**src/rtl/idx_ea_pkg.sv**
```systemverilog
package idx_ea_pkg;
  localparam int ADDR_W = 32;
  localparam int HALF_W = 16;
  localparam int EXT_W = 16;
  localparam int HALF_BYTES = HALF_W / 8;

  // decoded view of the extension word
  typedef struct packed {
    logic brief;
    logic suppress;
    logic illegal;
    logic preIdx;
    logic postIdx;
    logic indir;
    logic [1:0] bdCode;
    logic [1:0] odCode;
  } ext_cfg_t;

  // subset the sequencer needs
  typedef struct packed {
    logic brief;
    logic illegal;
    logic indir;
    logic [1:0] bdCode;
    logic [1:0] odCode;
  } seq_cfg_t;

  // strobes from sequencer to datapath
  typedef struct packed {
    logic capture;
    logic bdFirst;
    logic bdSecond;
    logic odFirst;
    logic odSecond;
    logic ptrFirst;
    logic ptrSecond;
    logic selLow;
    logic setFault;
  } dp_strobe_t;

  function automatic ext_cfg_t decodeExt(input logic [8:0] e);
    ext_cfg_t c;
    c.brief    = !e[8];
    c.suppress = e[8] & e[7];
    c.illegal  = e[8] & ((e[6] & e[2]) | e[3]);
    c.preIdx   = !e[6] & !e[2];
    c.postIdx  = e[2] & !e[6];
    c.indir    = e[8] & (e[1:0] != 2'd0);
    c.bdCode   = e[5:4];
    c.odCode   = e[1:0];
    return c;
  endfunction

  function automatic seq_cfg_t toSeq(input ext_cfg_t c);
    seq_cfg_t s;
    s.brief   = c.brief;
    s.illegal = c.illegal;
    s.indir   = c.indir;
    s.bdCode  = c.bdCode;
    s.odCode  = c.odCode;
    return s;
  endfunction
endpackage

```
**src/rtl/idx_ea_disp.sv**
```systemverilog
module idx_ea_disp #(
  parameter int AW = 32,
  parameter int HW = 16
) (
  input  logic          clk,
  input  logic          rstN,
  input  logic          clr,
  input  logic          ldFirst,
  input  logic          ldSecond,
  input  logic          isLong,
  input  logic [HW-1:0] word,
  output logic [AW-1:0] value
);
  localparam int PAD_W = AW - HW;

  always_ff @(posedge clk) begin
    if (!rstN) begin
      value <= '0;
    end else if (clr) begin
      value <= '0;
    end else if (ldFirst) begin
      // long form takes the upper half first; word form sign-extends
      value <= isLong ? {word, {PAD_W{1'b0}}} : {{PAD_W{word[HW-1]}}, word};
    end else if (ldSecond) begin
      value[HW-1:0] <= word;
    end
  end
endmodule

```
**src/rtl/idx_ea_dp.sv**
```systemverilog
module idx_ea_dp
  import idx_ea_pkg::*;
(
  input  logic              clk,
  input  logic              rstN,
  input  dp_strobe_t        st,
  input  logic [11:0]       extLow,
  input  logic [ADDR_W-1:0] baseVal,
  input  logic [ADDR_W-1:0] regData,
  input  logic [HALF_W-1:0] fetchWord,
  input  logic [HALF_W-1:0] memData,
  output seq_cfg_t          seqIn,
  output seq_cfg_t          seqQ,
  output logic [ADDR_W-1:0] memAddr,
  output logic [ADDR_W-1:0] eaOut,
  output logic              illegal,
  output logic              fault
);
  localparam int LOW8_W = 8;

  ext_cfg_t          cfgIn;
  ext_cfg_t          cfgQ;
  logic [ADDR_W-1:0] baseQ;
  logic [ADDR_W-1:0] idxQ;
  logic [ADDR_W-1:0] disp8Q;
  logic [ADDR_W-1:0] ptrQ;
  logic              faultQ;
  logic [ADDR_W-1:0] idxSel;
  logic [ADDR_W-1:0] idxScaled;
  logic [ADDR_W-1:0] dispVal [2];
  logic [ADDR_W-1:0] innerAddr;
  logic [ADDR_W-1:0] outerAddr;

  assign cfgIn = decodeExt(extLow[8:0]);
  assign seqIn = toSeq(cfgIn);
  assign seqQ  = toSeq(cfgQ);

  // index width select and scale
  always_comb begin
    idxSel    = extLow[11] ? regData
                           : {{(ADDR_W-HALF_W){regData[HALF_W-1]}}, regData[HALF_W-1:0]};
    idxScaled = idxSel << extLow[10:9];
  end

  always_ff @(posedge clk) begin
    if (!rstN) begin
      cfgQ   <= '0;
      baseQ  <= '0;
      idxQ   <= '0;
      disp8Q <= '0;
      ptrQ   <= '0;
      faultQ <= 1'b0;
    end else begin
      if (st.capture) begin
        cfgQ   <= cfgIn;
        baseQ  <= baseVal;
        idxQ   <= idxScaled;
        disp8Q <= {{(ADDR_W-LOW8_W){extLow[LOW8_W-1]}}, extLow[LOW8_W-1:0]};
        ptrQ   <= '0;
        faultQ <= 1'b0;
      end
      if (st.ptrFirst)  ptrQ[ADDR_W-1:HALF_W] <= memData;
      if (st.ptrSecond) ptrQ[HALF_W-1:0]      <= memData;
      if (st.setFault)  faultQ <= 1'b1;
    end
  end

  // base (g=0) and outer (g=1) displacement accumulators
  for (genvar g = 0; g < 2; g++) begin : gDisp
    logic firstLd;
    logic secondLd;
    logic longCode;
    if (g == 0) begin : gBase
      assign firstLd  = st.bdFirst;
      assign secondLd = st.bdSecond;
      assign longCode = (cfgQ.bdCode == 2'd3);
    end else begin : gOuter
      assign firstLd  = st.odFirst;
      assign secondLd = st.odSecond;
      assign longCode = (cfgQ.odCode == 2'd3);
    end
    idx_ea_disp #(.AW(ADDR_W), .HW(HALF_W)) i_disp (
      .clk     (clk),
      .rstN    (rstN),
      .clr     (st.capture),
      .ldFirst (firstLd),
      .ldSecond(secondLd),
      .isLong  (longCode),
      .word    (fetchWord),
      .value   (dispVal[g])
    );
  end

  always_comb begin
    innerAddr = (cfgQ.suppress ? '0 : baseQ)
              + (cfgQ.brief ? disp8Q : dispVal[0])
              + ((cfgQ.brief | cfgQ.preIdx) ? idxQ : '0);
    outerAddr = ptrQ + dispVal[1] + (cfgQ.postIdx ? idxQ : '0);
    memAddr   = innerAddr + (st.selLow ? ADDR_W'(HALF_BYTES) : '0);
    eaOut     = (cfgQ.illegal | faultQ) ? '0 : (cfgQ.indir ? outerAddr : innerAddr);
    illegal   = cfgQ.illegal;
    fault     = faultQ;
  end

  AST_CFG_HOLD: assert property (@(posedge clk) disable iff (!rstN)
    !st.capture |=> $stable(cfgQ)) else $error("cfg changed without capture");
  AST_PTR_FAULT_EXCL: assert property (@(posedge clk) disable iff (!rstN)
    st.setFault |-> !(st.ptrFirst || st.ptrSecond)) else $error("fault with pointer load");
endmodule

```
**src/rtl/idx_ea_ctrl.sv**
```systemverilog
module idx_ea_ctrl
  import idx_ea_pkg::*;
(
  input  logic       clk,
  input  logic       rstN,
  input  logic       start,
  input  seq_cfg_t   seqIn,
  input  seq_cfg_t   seqQ,
  input  logic       fetchAck,
  input  logic       memAck,
  input  logic       memErr,
  output logic       fetchReq,
  output logic       memReq,
  output logic       busy,
  output logic       done,
  output dp_strobe_t st
);
  typedef enum logic [2:0] {
    S_IDLE, S_BD0, S_BD1, S_OD0, S_OD1, S_PTR0, S_PTR1, S_DONE
  } state_t;

  state_t state;
  state_t nxt;

  function automatic state_t afterOd(input seq_cfg_t c);
    return c.indir ? S_PTR0 : S_DONE;
  endfunction

  function automatic state_t afterBd(input seq_cfg_t c);
    return c.odCode[1] ? S_OD0 : afterOd(c);
  endfunction

  function automatic state_t afterCap(input seq_cfg_t c);
    if (c.brief || c.illegal) return S_DONE;
    return c.bdCode[1] ? S_BD0 : afterBd(c);
  endfunction

  always_comb begin
    st       = '0;
    nxt      = state;
    fetchReq = 1'b0;
    memReq   = 1'b0;
    unique case (state)
      S_IDLE: begin
        if (start) begin
          st.capture = 1'b1;
          nxt = afterCap(seqIn);
        end
      end
      S_BD0: begin
        fetchReq = 1'b1;
        if (fetchAck) begin
          st.bdFirst = 1'b1;
          nxt = (seqQ.bdCode == 2'd3) ? S_BD1 : afterBd(seqQ);
        end
      end
      S_BD1: begin
        fetchReq = 1'b1;
        if (fetchAck) begin
          st.bdSecond = 1'b1;
          nxt = afterBd(seqQ);
        end
      end
      S_OD0: begin
        fetchReq = 1'b1;
        if (fetchAck) begin
          st.odFirst = 1'b1;
          nxt = (seqQ.odCode == 2'd3) ? S_OD1 : afterOd(seqQ);
        end
      end
      S_OD1: begin
        fetchReq = 1'b1;
        if (fetchAck) begin
          st.odSecond = 1'b1;
          nxt = afterOd(seqQ);
        end
      end
      S_PTR0: begin
        memReq = 1'b1;
        if (memAck) begin
          if (memErr) begin
            st.setFault = 1'b1;
            nxt = S_DONE;
          end else begin
            st.ptrFirst = 1'b1;
            nxt = S_PTR1;
          end
        end
      end
      S_PTR1: begin
        memReq    = 1'b1;
        st.selLow = 1'b1;
        if (memAck) begin
          if (memErr) st.setFault = 1'b1;
          else        st.ptrSecond = 1'b1;
          nxt = S_DONE;
        end
      end
      S_DONE:  nxt = S_IDLE;
      default: nxt = S_IDLE;
    endcase
  end

  always_ff @(posedge clk) begin
    if (!rstN) state <= S_IDLE;
    else       state <= nxt;
  end

  assign busy = (state != S_IDLE);
  assign done = (state == S_DONE);

  AST_ONE_PORT: assert property (@(posedge clk) disable iff (!rstN)
    !(fetchReq && memReq)) else $error("both ports requested");
  AST_BRIEF_NEXT: assert property (@(posedge clk) disable iff (!rstN)
    (!busy && start && seqIn.brief) |=> done) else $error("short form late");
  AST_DONE_PULSE: assert property (@(posedge clk) disable iff (!rstN)
    done |=> !done) else $error("done longer than one cycle");
  AST_BUSY_HOLD: assert property (@(posedge clk) disable iff (!rstN)
    (busy && !done) |=> busy) else $error("busy dropped early");
endmodule

```
**src/rtl/idx_ea_calc.sv**
```systemverilog
module idx_ea_calc
  import idx_ea_pkg::*;
#(
  parameter int REG_CNT = 16
) (
  input  logic                       clk,
  input  logic                       rstN,
  input  logic                       start,
  input  logic [EXT_W-1:0]           extWord,
  input  logic [ADDR_W-1:0]          baseVal,
  output logic [$clog2(REG_CNT)-1:0] regSel,
  input  logic [ADDR_W-1:0]          regData,
  output logic                       fetchReq,
  input  logic                       fetchAck,
  input  logic [HALF_W-1:0]          fetchWord,
  output logic                       memReq,
  output logic [ADDR_W-1:0]          memAddr,
  input  logic                       memAck,
  input  logic                       memErr,
  input  logic [HALF_W-1:0]          memData,
  output logic                       busy,
  output logic                       done,
  output logic [ADDR_W-1:0]          eaOut,
  output logic                       illegal,
  output logic                       fault
);
  localparam int SEL_W = $clog2(REG_CNT);

  dp_strobe_t st;
  seq_cfg_t   seqIn;
  seq_cfg_t   seqQ;

  assign regSel = extWord[EXT_W-1 -: SEL_W];

  idx_ea_ctrl i_ctrl (
    .clk     (clk),
    .rstN    (rstN),
    .start   (start),
    .seqIn   (seqIn),
    .seqQ    (seqQ),
    .fetchAck(fetchAck),
    .memAck  (memAck),
    .memErr  (memErr),
    .fetchReq(fetchReq),
    .memReq  (memReq),
    .busy    (busy),
    .done    (done),
    .st      (st)
  );

  idx_ea_dp i_dp (
    .clk      (clk),
    .rstN     (rstN),
    .st       (st),
    .extLow   (extWord[11:0]),
    .baseVal  (baseVal),
    .regData  (regData),
    .fetchWord(fetchWord),
    .memData  (memData),
    .seqIn    (seqIn),
    .seqQ     (seqQ),
    .memAddr  (memAddr),
    .eaOut    (eaOut),
    .illegal  (illegal),
    .fault    (fault)
  );

  AST_ILLEGAL_FAST: assert property (@(posedge clk) disable iff (!rstN)
    (!busy && start && extWord[8] && extWord[6] && extWord[2]) |=> (done && illegal))
    else $error("illegal encoding not flagged");
  AST_ADDR_HOLD: assert property (@(posedge clk) disable iff (!rstN)
    (memReq && !memAck) |=> $stable(memAddr)) else $error("read address moved");
  AST_FAULT_SRC: assert property (@(posedge clk) disable iff (!rstN)
    (done && fault) |-> $past(memReq && memAck && memErr)) else $error("fault without error");
endmodule

```
**config.mk**
```make
export PLATFORM = sky130hd
export DESIGN_NAME = idx_ea_calc
export DESIGN_NICKNAME = d
export VERILOG_FILES = /design/src/rtl/idx_ea_pkg.sv /design/src/rtl/idx_ea_disp.sv /design/src/rtl/idx_ea_dp.sv /design/src/rtl/idx_ea_ctrl.sv /design/src/rtl/idx_ea_calc.sv
export SDC_FILE = /design/constraint.sdc
export NUM_CORES = 1
export LEC_CHECK = 0
export BUFFER_PORTS_ARGS = -buffer_cell sky130_fd_sc_hd__buf_2
export CAP_MARGIN = 20
export CELL_PAD_IN_SITES_DETAIL_PLACEMENT = 1
export CELL_PAD_IN_SITES_GLOBAL_PLACEMENT = 2
export CORE_AREA = 3 3 166 233
export DETAILED_ROUTE_END_ITERATION = 16
export DIE_AREA = 0 0 169 236
export PLACE_DENSITY = 0.95
export SYNTH_ARGS = -nofsm -noshare
export SYNTH_HDL_FRONTEND = slang
export SYNTH_SLANG_ARGS = --single-unit
```
**constraint.sdc**
```tcl
create_clock -name clk -period 10.47 [get_ports clk]
set_input_delay 2.094 -clock clk [delete_from_list [all_inputs] [get_ports clk]]
set_output_delay 2.094 -clock clk [all_outputs]
set_load 0.01 [all_outputs]
```
* Word-level counts from Yosys, hierarchy flattened
Cells that the tools add are included.
** Storage, ports and cells
- Flip-flop bits (word level) :: 182
- Input bits :: 118
- Output and inout port bits :: 74
** Cells by class
- Add/sub/neg operators :: 5
- Eq/ne operators :: 16
- Shift operators :: 1
- Mux-type cells :: 56
- Bitwise logic cells :: 10
- Reductions and logical operators :: 16
** Operator list (number)
- $mux W32 :: 8
- $add A32 B32 Y32 :: 5
- $mux W16 :: 6
- $mux W31 :: 2
- $mux W3 :: 14
- $shl A32 B2 Y32 :: 1
- $pmux W3 S8 :: 1
- $mux W1 :: 21
- $ne A2 B2 Y1 const B :: 7
- $eq A3 B3 Y1 const B :: 4
- $reduce_bool A2 Y1 :: 6
- $mux W2 :: 4
- $reduce_and A7 Y1 :: 1
- $and A1 B1 Y1 :: 6
- $eq A3 B2 Y1 const B :: 2
- $eq A2 B2 Y1 const B :: 2
- $reduce_or A2 Y1 :: 2
- $reduce_or A4 Y1 :: 1
- $eq A3 B1 Y1 const B :: 1
- $logic_not A1 Y1 :: 3
- $logic_not A3 Y1 :: 1
- $or A1 B1 Y1 :: 3
- $reduce_bool A3 Y1 :: 1
- $logic_or A1 B1 Y1 :: 1
- $not A1 Y1 :: 1

* Logic depth before layout (Yosys ltp)
- Depth after elaboration :: 10
- Gate-level depth with buffers :: 19
- Depth with buffers taken out :: 16

* By module
A second synthesis with hierarchy kept.
** Second synthesis, totals
- Cell total of the unflattened synthesis :: 1692
- Area total of the unflattened synthesis :: 14546.5 µm²
** By module, submodules not included
- idx_ea_dp :: times used 1, cells an instance 1399, area an instance 11743.8 µm²
- idx_ea_disp :: times used 2, cells an instance 111, area an instance 1142.3 µm²
- idx_ea_ctrl :: times used 1, cells an instance 67, area an instance 488.0 µm²
- idx_ea_calc :: times used 1, cells an instance 4, area an instance 30.0 µm²

* Worst setup path before layout
Ideal clock, no wire load.
- Kind :: register -> output
- Start :: reg i_dp.cfgQ (netlist bit i_dp.seqQ[6])
- End :: out memAddr[29]
- Arrival :: 4.491 ns
- Data required time :: 8.376 ns
- Path slack :: 3.885 ns
- Stages on the path, launching flop included :: 19
- Buffers on the path :: 3
- Cell sequence :: dfxtp_1 -> buf_1 -> and2_1 -> clkbuf_1 -> clkbuf_1 -> a21oi_1 -> fa_1 -> inv_1 -> ha_1 -> a21o_1 -> a211o_1 -> or2_1 -> o211ai_1 -> nor2_1 -> nor4_2 -> and4_1 -> and3_2 -> nand4_1 -> xnor2_1
** On the way
- Word-level cells in the longest chain between the ends :: 4
** RTL lines
- start: declaration :: line idx_ea_dp.sv:22 : ext_cfg_t cfgQ;
- start signal: assignment :: line idx_ea_dp.sv:55 : cfgQ <= cfgIn;
- $mux W32 / $or A1 B1 Y1 (equally long branches) :: line idx_ea_dp.sv:96, idx_ea_dp.sv:97
- $add A32 B32 Y32 / $mux W32 (equally long branches) :: line idx_ea_dp.sv:96, idx_ea_dp.sv:97
- $add A32 B32 Y32 * :: line idx_ea_dp.sv:97 : + ((cfgQ.brief | cfgQ.preIdx) ? idxQ : '0);
- $add A32 B32 Y32 * :: line idx_ea_dp.sv:99 : memAddr = innerAddr + (st.selLow ? ADDR_W'(HALF_BYTES) : '0);
- end: declaration :: line idx_ea_calc.sv:17 : output logic [ADDR_W-1:0] memAddr,
Mark *: on every way between the ends. The rest lies on a longest branch, timed or not.

* Worst setup path in the final report
- Start :: reg i_dp.cfgQ (netlist bit i_dp.seqQ[6])
- End :: out memAddr[26]
The elaborated chain is that of the path after synthesis.

==> flow_summary.ini <==
[run_status]
status = finished, final reports clean

[drt]
drtIter0Drc = 811
drtPass1Iterations = 5
ant_nets = 0
drc = 0
drt_wl_total_um = 50000
via_per_inst = 5.70
routedWlPerCell_um = 21.7
num_vias = 13095

[worst_setup_path]
start_kind = flop
crit_fanout = 24
path_cells = and2_1, a21oi_1, fa_1, inv_1, ha_1, a21oi_1, o21ai_1, a21oi_2, xnor2_1, inv_1, or4_4, nor3_2, and2b_1, nand3_1, xnor2_1, buf_2
r2r_start = i_ctrl.state[2]
ff2ff_path_depth = 7
cp.arrival_ps = 6050
worstPathRequired_ps = 8380
cp_slowest_cell = and2_1
worstSetupStartpoint = i_dp.seqQ[6]
critPathMaxStageDelay_ps = 1010
ff2ff_setup_slack_ps = 7660
endpoint = memAddr[26]
setup.worst_path.class = reg2out
timing.rr.end = i_dp.ptrQ[19]
endpoint_kind = output port

[floorplan]
fp.dieW_um = 169
start_util_pct = 36.9
fp.dieArea_um2 = 39900
die_h_um = 236
rows = 83
io_pins = 192
coreArea_um2 = 36700

[clocking]
htree_num_levels = 4
cts_buffers = 17
cts_tree = done
clk-insertion-delay-late_ps = 440
clkTransAtPathRegs_ps = 80
cts-resized-gates = 0
cts_root_buf = clkbuf_16
hold_buffers = 0
clockBufferDepth = 2
cts_setup_buffers = 0
clock-sinks = 178

[yosys]
synth.cell_area_um2 = 13500
syn_area_per_cell_um2 = 7.92
ys.flop_type = dfxtp_1
synth_edf_count = 0
synth.most_common_cell = nand2_1
yosys-top-cells-count = nand2_1 (216), nor2_1 (197), a21oi_1 (180), dfxtp_1 (178), clkbuf_1 (92)
synth.top_cell.area_share_pct = 26.4
synth_warnings = 0
synthCells = 1708
syn-num-nets = 1952
synth-async-reset-ratio_pct = 0
yosys-top-cells-area = dfxtp_1 (26%), fa_1 (9.5%), a21oi_1 (6.7%)
yosysUniqueCellTypes = 79
yosysSeqAreaShare_pct = 26.4
yosysTopAreaCell = dfxtp_1
synth_seq_cells = 178

[timing]
holdWs_ps = 454
slew_violations = 0
max_freq_mhz = 123
period_minus_slack_ps = 8140
relSlewSlack_pct = 20.8
grt_setup_unrepaired = no
fin_setup_tns_ps = 0
hold_viol = 0
clock_skew_ps = 10.2
fin_ws_ps = 2330
finalSetupViolations = 0
worst_pin_slew_ps = 1190
post-route-period-util_pct = 77.8

[min_path]
worstHoldStart = i_dp.baseQ[1]
hp-class = reg2reg

[global_route]
grt_first_pass_wirelength_um = 77100
antenna_found_initial = 3
grt_max_degree = 90
grt_pass1_vias = 13555
grtUsageTotal_pct = 24.5
grt-ovfl-total = 0

[power_and_ir_drop]
leakage_nw = 6.81
max-vdd-ir-drop_v = 0.000126
total_power_w = 0.00301
p_per_area_nw_per_um2 = 196

[place]
place_ws_ps = 2840
io_buffer_count = 183
dp_hpwl_um = 40000
globalplace.congestion = 0.918

[final_layout]
multi_input_area_um2 = 9240
post_route_cells_drive_above_1_share_pct = 14.6
synthToLayoutAreaGrowth_pct = 13.7
fillers = 4527
nets = 2062
layout.area.seq_um2 = 3560

[flow_run]
timing.max_cap.violations = 0
## registers in the layout, indices dropped and copies added, names as in the netlist
name and count:
i_dp.idxQ 32, i_dp.cfgQ 3, i_dp.seqQ 2, i_dp.ptrQ 32, i_dp.fault 1, i_dp.illegal 1
i_dp.gDisp.i_disp.value 64, i_dp.disp8Q 8, i_dp.baseQ 32, i_ctrl.state 3
## metrics by stage
stage	instance area [um^2]	cells	util [%]
6_report	15400	2299	41.9
5_1_grt	15400	2298	41.9
4_1_cts	15300	2295	41.8
3_5_place_dp	14700	2263	40.2
3_3_place_gp	14700	2262	40.1
2_1_floorplan	13500	1708	-
## cell type report
type	instances	area share (%)
Multi-Input combinational cell	1341	60.1
Sequential cell	178	23.2
Timing Repair Buffer	199	6.94
Tap cell	467	3.80
Clock buffer	17	2.77
Inverter	81	1.99
Clock inverter	15	1.20
Antenna cell	1	0.0163
## worst min path at each step
| stage | depth (start not counted) | end | slack [ps] |
|---|---|---|---|
| 2_1_floorplan | 2 | i_dp.baseQ[1] | 430 |
| 3_3_place_gp | 2 | i_dp.baseQ[1] | 450 |
| 3_5_place_dp | 2 | i_dp.baseQ[1] | 450 |
| 4_1_cts | 2 | i_dp.baseQ[1] | 460 |
| 5_1_grt | 2 | i_dp.baseQ[24] | 480 |
| 6_report | 2 | i_dp.baseQ[1] | 450 |
## per-layer routing
layer  vias to the layer above  track usage [%]  routed length (um)
met5                         -                0                   7
met4                         2             10.8                2330
met3                       101             3.17                2390
met2                       399             42.6               24700
met1                      6439             30.2               20600
li1                       6154                -                   -
## cell usage in the layout (no fill, tap or decap), types with 31 or more instances in the layout
cell	n
a22oi_1	66
buf_2	183
mux2i_1	52
fa_1	64
ha_1	62
nand2_1	214
nand2b_1	37
inv_1	80
nor3_1	39
nor2_1	197
o21ai_0	31
a31oi_1	36
xnor2_1	61
dfxtp_1	177
a21oi_1	180
and2_1	40
## critical path: cells and delay by family, from the launching register on
kind / cells / cell delay, ps
xor gates and xnor gates: 2 / 390
AOI/OAI and AO/OA: 4 / 910
buffers and inverters: 3 / 340
and+or+nand+nor: 5 / 2390
DFF: 1 / 650
adders and majority gates: 2 / 920
## power by group
| group | internal (W) | switching (W) |
|---|---|---|
| logic | 0.000508 | 0.000913 |
| clock network | 0.000365 | 0.000308 |
| registers | 0.000785 | 0.000136 |
## cell families after synthesis
group	after synthesis	share of synthesized area (%)
simple gates	619	20.8
compound gates	448	21.2
buf+inv	189	5.41
flops	178	26.4
fa+ha+maj	126	15.2
xor+xnor	85	5.51
mux	63	5.51
No activity file was read; power rests on OpenSTA's default activity.
